==> config.mk <==
export PLATFORM = sky130hd
export DESIGN_NAME = irq_vector_ctrl
export DESIGN_NICKNAME = d
export VERILOG_FILES = /design/src/rtl/irq_vec_pkg.sv /design/src/rtl/irq_cfg_regs.sv /design/src/rtl/irq_req_latch.sv /design/src/rtl/irq_prio_pick.sv /design/src/rtl/irq_vector_ctrl.sv
export SDC_FILE = /design/constraint.sdc
export NUM_CORES = 1
export LEC_CHECK = 0
export ABC_CLOCK_PERIOD_IN_PS = 5400
export BUFFER_PORTS_ARGS = -buffer_cell sky130_fd_sc_hd__buf_2
export CORE_MARGIN = 10
export CORE_UTILIZATION = 60
export DETAILED_ROUTE_END_ITERATION = 8
export GPL_ROUTABILITY_DRIVEN = 0
export HOLD_SLACK_MARGIN = 0.03
export PLACE_DENSITY_LB_ADDON = 0.12
export SLEW_MARGIN = 20
export SYNTH_ARGS = -nofsm -noshare
export SYNTH_HDL_FRONTEND = slang
export SYNTH_SLANG_ARGS = --single-unit
==> constraint.sdc <==
create_clock -name clk -period 5.4 [get_ports clk]
set_input_delay 0.81 -clock clk [delete_from_list [all_inputs] [get_ports clk]]
set_output_delay 0.81 -clock clk [all_outputs]
set_load 0.05 [all_outputs]
==> src/rtl/irq_vec_pkg.sv <==
package irq_vec_pkg;
  localparam logic [7:0] CALL_OPCODE = 8'hCD;

  typedef enum logic [2:0] {
    CFG_RESET,
    CFG_PAGE,
    CFG_CASC,
    CFG_OPT,
    CFG_RUN
  } cfg_state_e;

  typedef struct packed {
    logic       level_mode;
    logic       four_byte;
    logic       auto_eoi;
    logic [2:0] base_hi;
    logic [7:0] page;
  } vec_cfg_t;
endpackage

==> src/rtl/irq_cfg_regs.sv <==
module irq_cfg_regs
  import irq_vec_pkg::*;
#(
  parameter int N_LVL = 8,
  localparam int LVL_W = $clog2(N_LVL)
) (
  input  logic             clk,
  input  logic             rst_n,
  input  logic             cs,
  input  logic             wr,
  input  logic             a0,
  input  logic [7:0]       wdata,
  output vec_cfg_t         cfg_o,
  output logic [N_LVL-1:0] mask_o,
  output logic             read_isr_o,
  output logic             init_done_o,
  output logic             restart_o,
  output logic             eoi_any_o,
  output logic             eoi_spec_o,
  output logic [LVL_W-1:0] eoi_lvl_o
);
  cfg_state_e       state_q;
  vec_cfg_t         cfg_q;
  logic [N_LVL-1:0] mask_q;
  logic             read_isr_q;
  logic             single_q;
  logic             need_opt_q;

  logic wr_en, restart, ctl_wr, cmd_wr;

  assign wr_en   = cs & wr;
  assign restart = wr_en & ~a0 & wdata[4];
  assign ctl_wr  = wr_en & ~a0 & ~wdata[4] & (state_q == CFG_RUN);
  assign cmd_wr  = ctl_wr & ~wdata[3];

  always_ff @(posedge clk or negedge rst_n) begin
    if (!rst_n) begin
      state_q    <= CFG_RESET;
      cfg_q      <= '0;
      mask_q     <= '0;
      read_isr_q <= 1'b0;
      single_q   <= 1'b1;
      need_opt_q <= 1'b0;
    end else if (restart) begin
      state_q          <= CFG_PAGE;
      cfg_q.base_hi    <= wdata[7:5];
      cfg_q.level_mode <= wdata[3];
      cfg_q.four_byte  <= wdata[2];
      cfg_q.auto_eoi   <= 1'b0;
      single_q         <= wdata[1];
      need_opt_q       <= wdata[0];
      mask_q           <= '0;
      read_isr_q       <= 1'b0;
    end else if (wr_en && a0) begin
      case (state_q)
        CFG_PAGE: begin
          cfg_q.page <= wdata;
          if (!single_q)      state_q <= CFG_CASC;
          else if (need_opt_q) state_q <= CFG_OPT;
          else                state_q <= CFG_RUN;
        end
        CFG_CASC: state_q <= need_opt_q ? CFG_OPT : CFG_RUN;
        CFG_OPT: begin
          cfg_q.auto_eoi <= wdata[1];
          state_q        <= CFG_RUN;
        end
        CFG_RUN:  mask_q <= wdata[N_LVL-1:0];
        default:  ;
      endcase
    end else if (ctl_wr && wdata[3] && wdata[1]) begin
      read_isr_q <= wdata[0];
    end
  end

  assign cfg_o       = cfg_q;
  assign mask_o      = mask_q;
  assign read_isr_o  = read_isr_q;
  assign init_done_o = (state_q == CFG_RUN);
  assign restart_o   = restart;
  assign eoi_any_o   = cmd_wr & (wdata[7:5] == 3'b001);
  assign eoi_spec_o  = cmd_wr & (wdata[7:5] == 3'b011);
  assign eoi_lvl_o   = wdata[LVL_W-1:0];
endmodule

==> src/rtl/irq_req_latch.sv <==
module irq_req_latch #(
  parameter int N_LVL = 8
) (
  input  logic             clk,
  input  logic             rst_n,
  input  logic             restart_i,
  input  logic             level_mode_i,
  input  logic [N_LVL-1:0] irq_i,
  input  logic [N_LVL-1:0] take_i,
  output logic [N_LVL-1:0] irr_o
);
  for (genvar g = 0; g < N_LVL; g++) begin : g_line
    logic armed_q;
    logic irr_q;

    always_ff @(posedge clk or negedge rst_n) begin
      if (!rst_n) begin
        armed_q <= 1'b0;
        irr_q   <= 1'b0;
      end else if (restart_i) begin
        armed_q <= 1'b0;
        irr_q   <= 1'b0;
      end else begin
        // a low line arms the edge detector; the rising edge consumes it
        if (!irq_i[g])    armed_q <= 1'b1;
        else if (armed_q) armed_q <= 1'b0;
        irr_q <= irq_i[g] & ~take_i[g] & (level_mode_i | irr_q | armed_q);
      end
    end

    assign irr_o[g] = irr_q;
  end
endmodule

==> src/rtl/irq_prio_pick.sv <==
module irq_prio_pick #(
  parameter int N_LVL = 8,
  localparam int LVL_W = $clog2(N_LVL)
) (
  input  logic [N_LVL-1:0] vec_i,
  output logic             any_o,
  output logic [LVL_W-1:0] lvl_o
);
  logic [N_LVL-1:0] below;
  logic [N_LVL-1:0] grant;

  assign below[0] = 1'b0;
  for (genvar g = 1; g < N_LVL; g++) begin : g_chain
    assign below[g] = below[g-1] | vec_i[g-1];
  end
  assign grant = vec_i & ~below;

  always_comb begin
    lvl_o = '0;
    for (int i = 0; i < N_LVL; i++) begin
      if (grant[i]) lvl_o = lvl_o | LVL_W'(i);
    end
  end

  assign any_o = |vec_i;
endmodule

==> src/rtl/irq_vector_ctrl.sv <==
module irq_vector_ctrl
  import irq_vec_pkg::*;
#(
  parameter int N_LVL = 8
) (
  input  logic             clk,
  input  logic             rst_n,
  input  logic             cs,
  input  logic             rd,
  input  logic             wr,
  input  logic             a0,
  input  logic [7:0]       wdata,
  output logic [7:0]       rdata,
  input  logic [N_LVL-1:0] irq,
  output logic             int_out,
  input  logic             ack_stb,
  output logic [7:0]       ack_byte
);
  localparam int LVL_W = $clog2(N_LVL);

  vec_cfg_t         cfg;
  logic [N_LVL-1:0] mask, irr, pend, take;
  logic [N_LVL-1:0] isr_q, isr_d;
  logic             read_isr, init_done, restart;
  logic             eoi_any, eoi_spec;
  logic [LVL_W-1:0] eoi_lvl;
  logic             pend_any, isr_any;
  logic [LVL_W-1:0] pend_lvl, isr_lvl;
  logic [1:0]       step_q;
  logic [LVL_W-1:0] cur_lvl_q;
  logic             cur_real_q;
  logic             ack_go;
  logic [7:0]       low_byte;

  irq_cfg_regs #(.N_LVL(N_LVL)) cfg_i (
    .clk(clk), .rst_n(rst_n), .cs(cs), .wr(wr), .a0(a0), .wdata(wdata),
    .cfg_o(cfg), .mask_o(mask), .read_isr_o(read_isr), .init_done_o(init_done),
    .restart_o(restart), .eoi_any_o(eoi_any), .eoi_spec_o(eoi_spec),
    .eoi_lvl_o(eoi_lvl)
  );

  irq_req_latch #(.N_LVL(N_LVL)) req_i (
    .clk(clk), .rst_n(rst_n), .restart_i(restart),
    .level_mode_i(cfg.level_mode), .irq_i(irq), .take_i(take), .irr_o(irr)
  );

  assign pend = irr & ~mask;

  irq_prio_pick #(.N_LVL(N_LVL)) pend_pick_i (
    .vec_i(pend), .any_o(pend_any), .lvl_o(pend_lvl)
  );

  irq_prio_pick #(.N_LVL(N_LVL)) isr_pick_i (
    .vec_i(isr_q), .any_o(isr_any), .lvl_o(isr_lvl)
  );

  assign int_out = init_done & pend_any & (~isr_any | (pend_lvl < isr_lvl));
  assign ack_go  = ack_stb & init_done;
  assign take    = (ack_go && step_q == 2'd0 && pend_any) ?
                   (N_LVL'(1) << pend_lvl) : '0;

  always_comb begin
    isr_d = isr_q | take;
    if (ack_go && step_q == 2'd1 && cfg.auto_eoi && cur_real_q)
      isr_d = isr_d & ~(N_LVL'(1) << cur_lvl_q);
    if (eoi_any && isr_any)
      isr_d = isr_d & ~(N_LVL'(1) << isr_lvl);
    if (eoi_spec)
      isr_d = isr_d & ~(N_LVL'(1) << eoi_lvl);
  end

  always_ff @(posedge clk or negedge rst_n) begin
    if (!rst_n) begin
      isr_q      <= '0;
      step_q     <= 2'd0;
      cur_lvl_q  <= '0;
      cur_real_q <= 1'b0;
    end else if (restart) begin
      isr_q      <= '0;
      step_q     <= 2'd0;
      cur_real_q <= 1'b0;
    end else begin
      isr_q <= isr_d;
      if (ack_go) begin
        step_q <= (step_q == 2'd2) ? 2'd0 : step_q + 2'd1;
        if (step_q == 2'd0) begin
          cur_lvl_q  <= pend_any ? pend_lvl : LVL_W'(N_LVL - 1);
          cur_real_q <= pend_any;
        end
      end
    end
  end

  assign low_byte = cfg.four_byte ? {cfg.base_hi, cur_lvl_q, 2'b00}
                                  : {cfg.base_hi[2:1], cur_lvl_q, 3'b000};

  always_comb begin
    case (step_q)
      2'd0:    ack_byte = CALL_OPCODE;
      2'd1:    ack_byte = low_byte;
      default: ack_byte = cfg.page;
    endcase
  end

  always_comb begin
    if (cs && rd) rdata = a0 ? 8'(mask) : (read_isr ? 8'(isr_q) : 8'(irr));
    else          rdata = 8'h00;
  end
endmodule

==> impl_metrics.ini <==
[run]
max_cap_viol_count = 0

[worst_setup_path]
path_buf_inv = 1
path_common_cell = a21oi_1
critPathLaunchType = flop
crit_chain = nor4_1 > nand2b_1 > ha_1 > a21oi_1 > a21oi_1 > nor3b_1 > a21boi_0 > buf_2
cp_slowest_cell = nor4_1
timing.rr.start = cfg_i.state_q[1]$_DFFE_PN0P_
ff2ff_path_depth = 5
path_max_fanout = 9
critPathKind = reg -> out
endpoint_kind = primary output
arrival_ns = 2.71
cp.depth = 8
critical_path.top_delay_family = simple AND/OR/NAND/NOR gates
required_ns = 4.59
max_stage_delay_ns = 0.55
crit_start = isr_q[0]$_DFF_PN0_

[layout]
drive_above_1_share_pct = 18.5
fin_nets = 431
area_growth_pct = 13.9
final_cell_area_mm2 = 0.00372
layout_commonest_cell = dfrtp_1
fillers = 409
multi_input_area_mm2 = 0.00171
antenna_cells = 0
seq_area_mm2 = 0.00145
final_util_pct = 71.5
layout_common_cells = 57 x dfrtp_1, 53 x nand2_1, 45 x nor2_1, 39 x buf_2, 34 x a21oi_1

[clock_tree]
clock_latency_ns = 0.35
postCtsSetupBuffers = 0
htree_levels = 3
cts_root_buffer = clkbuf_8
cts_resized = 0
cts_buffer_depth = 2
numCtsBuffers = 9
cts.sinks = 58
hold_buffers = 0
cts_tree = yes
clk_pin_slew_worst_paths_ns = 0.07

[global_route]
antenna_found_initial = 0
grt_pass1_vias = 2886
grt_pass1_wl_um = 14600
overflow = 0
grt_max_degree = 59
grt_usage_pct = 21.1

[die]
die-area_mm2 = 0.00880
rows = 26
start_util_pct = 62.8
dieHeight_um = 93.8
die_w_um = 93.8
io_pins = 40
core_mm2 = 0.00520

[synth]
syn_nets = 398
synth_top_area_share_pct = 43.6
synth.yosys.seq_area_share_pct = 44.4
async_reset_ff_share_pct = 100
yosys_warnings = 0
synthDistinctLibCells = 54
synth_seq_cells = 58
synth_area_mm2 = 0.00327
synth_ff_type = dfrtp_1
synth_cells = 373
synth-edff-count = 0
yosys-top-cells-area = dfrtp_1 44%, nand2_1 6.1%, a21oi_1 5.2%
avgSynthCellArea_um2 = 8.76
synth_top_cell_by_area = dfrtp_1

[place]
io_buffers = 39
placed_cell_area_mm2 = 0.00349
dp_slack_ns = 2.30
place_hpwl_um = 6360

[route]
met3WireLength_um = 649
drc = 0
dr.max_layer_used = met4
postRouteAntennaNets = 0
vias_per_cell = 6.23
drt-wirelength-per-cell_um = 18.8
routed_wl_um = 9050
vias = 2999
drt_iter0_drc = 338
wl_met1_um = 3990
drt_first_pass_iters = 5
dr_wl_met2_um = 4230

[sta]
period_share_pct = 65.1
max_slew_margin_pct = 40.7
fin_setup_tns_ns = 0
period_needed_ns = 3.52
drv_slew = 0
hold_viol = 0
fin_skew_ns = 0.0124
fmax_mhz = 284
tightest_slew_ns = 0.887
rsz0062_at_grt = false
setup_viol = 0
postLayoutSetupSlackWorst_ns = 1.88

[power]
leakagePower_nw = 1.67
ir_drop_v = 0.000318
p_per_area_mw_per_mm2 = 483

[worst_hold_path]
hold_class = reg -> reg
whs_path_depth = 2
worstHoldStart = cfg_i.single_q$_DFFE_PN1P_

[outcome]
status = finished, final reports clean
area by class of cell:
| class | count | area share, % |
|---|---|---|
| flip-flops and latches | 58 | 39.0 |
| inverters | 7 | 0.706 |
| repair buffers | 41 | 5.65 |
| well taps | 70 | 2.35 |
| clock buffers | 11 | 3.53 |
| clock inverters | 5 | 2.76 |
| multi-input cells | 289 | 46.0 |
flip-flops by register name (all words and copies together) (netlist names):
name,count
cfg_i.cfg_o,14
cfg_i.mask_o,8
isr_q,8
req_i.g_line.armed_q,8
req_i.g_line.irr_q,8
cfg_i.state_q,3
cur_lvl_q,3
step_q,2
cfg_i.need_opt_q,1
cfg_i.read_isr_o,1
cfg_i.single_q,1
cur_real_q,1
where the power goes:
group          switching (mW)  total, mW  internal [mW]
clock                   0.179      0.485          0.306
sequential              0.145      0.691          0.546
combinational           0.392      0.621          0.229
total                   0.715       1.80           1.08
through the flow:
stage / hold slack, ns / power [mW] / instances
6_report: 0.459 / 1.80 / 481
5_1_grt: 0.471 / 1.89 / 481
4_1_cts: 0.460 / 1.79 / 481
3_5_place_dp: 0.450 / 1.30 / 465
3_3_place_gp: 0.450 / 1.28 / 465
2_1_floorplan: 0.439 / 1.15 / 373
worst paths after layout:
path                                                     endpoint  slack [ns]
worst max-delay path                                      int_out        1.88
worst min-delay path                   cfg_i.single_q$_DFFE_PN1P_        0.46
worst max register to register    req_i.g_line[7].irr_q$_DFF_PN0_        3.10
worst min register to register         cfg_i.single_q$_DFFE_PN1P_        0.46
max in group asynchronous       req_i.g_line[1].armed_q$_DFF_PN0_        4.29
min in group asynchronous            cfg_i.state_q[2]$_DFFE_PN0P_        0.59
cell usage after synthesis (all sizes together), types with 5 or more instances:
master	number
nand3	8
nor2b	10
clkbuf	10
nor2	46
nand2b	12
o21ai	27
nand2	55
and2	5
mux2	8
inv	7
a21oi	34
buf	9
a211oi	5
nor3	11
mux2i	13
nor4	6
o311ai	8
dfrtp	57
cells by family (layout without fill, tap and decap cells):
group	Yosys count	after routing	synth area share, %
and+or+nand+nor	168	168	26.3
AOI/OAI and AO/OA	98	98	18.5
DFF	58	58	44.4
buffers and inverters	26	64	3.22
muxes	21	21	6.74
adders and majority gates	2	2	0.766
tightest hold or removal path, delay by kind of cell (launching register included):
kind | cells | cell delay [ns]
flip-flops | 1 | 0.37
AND/OR/NAND/NOR | 2 | 0.10
per-layer routing:
metal,vias up,GRT usage [%]
li1,1400,-
met1,1443,27.8
met2,135,32.3
met3,21,6.39
met4,0,7.09
met5,-,0
Power figures use the tool's default switching activity.
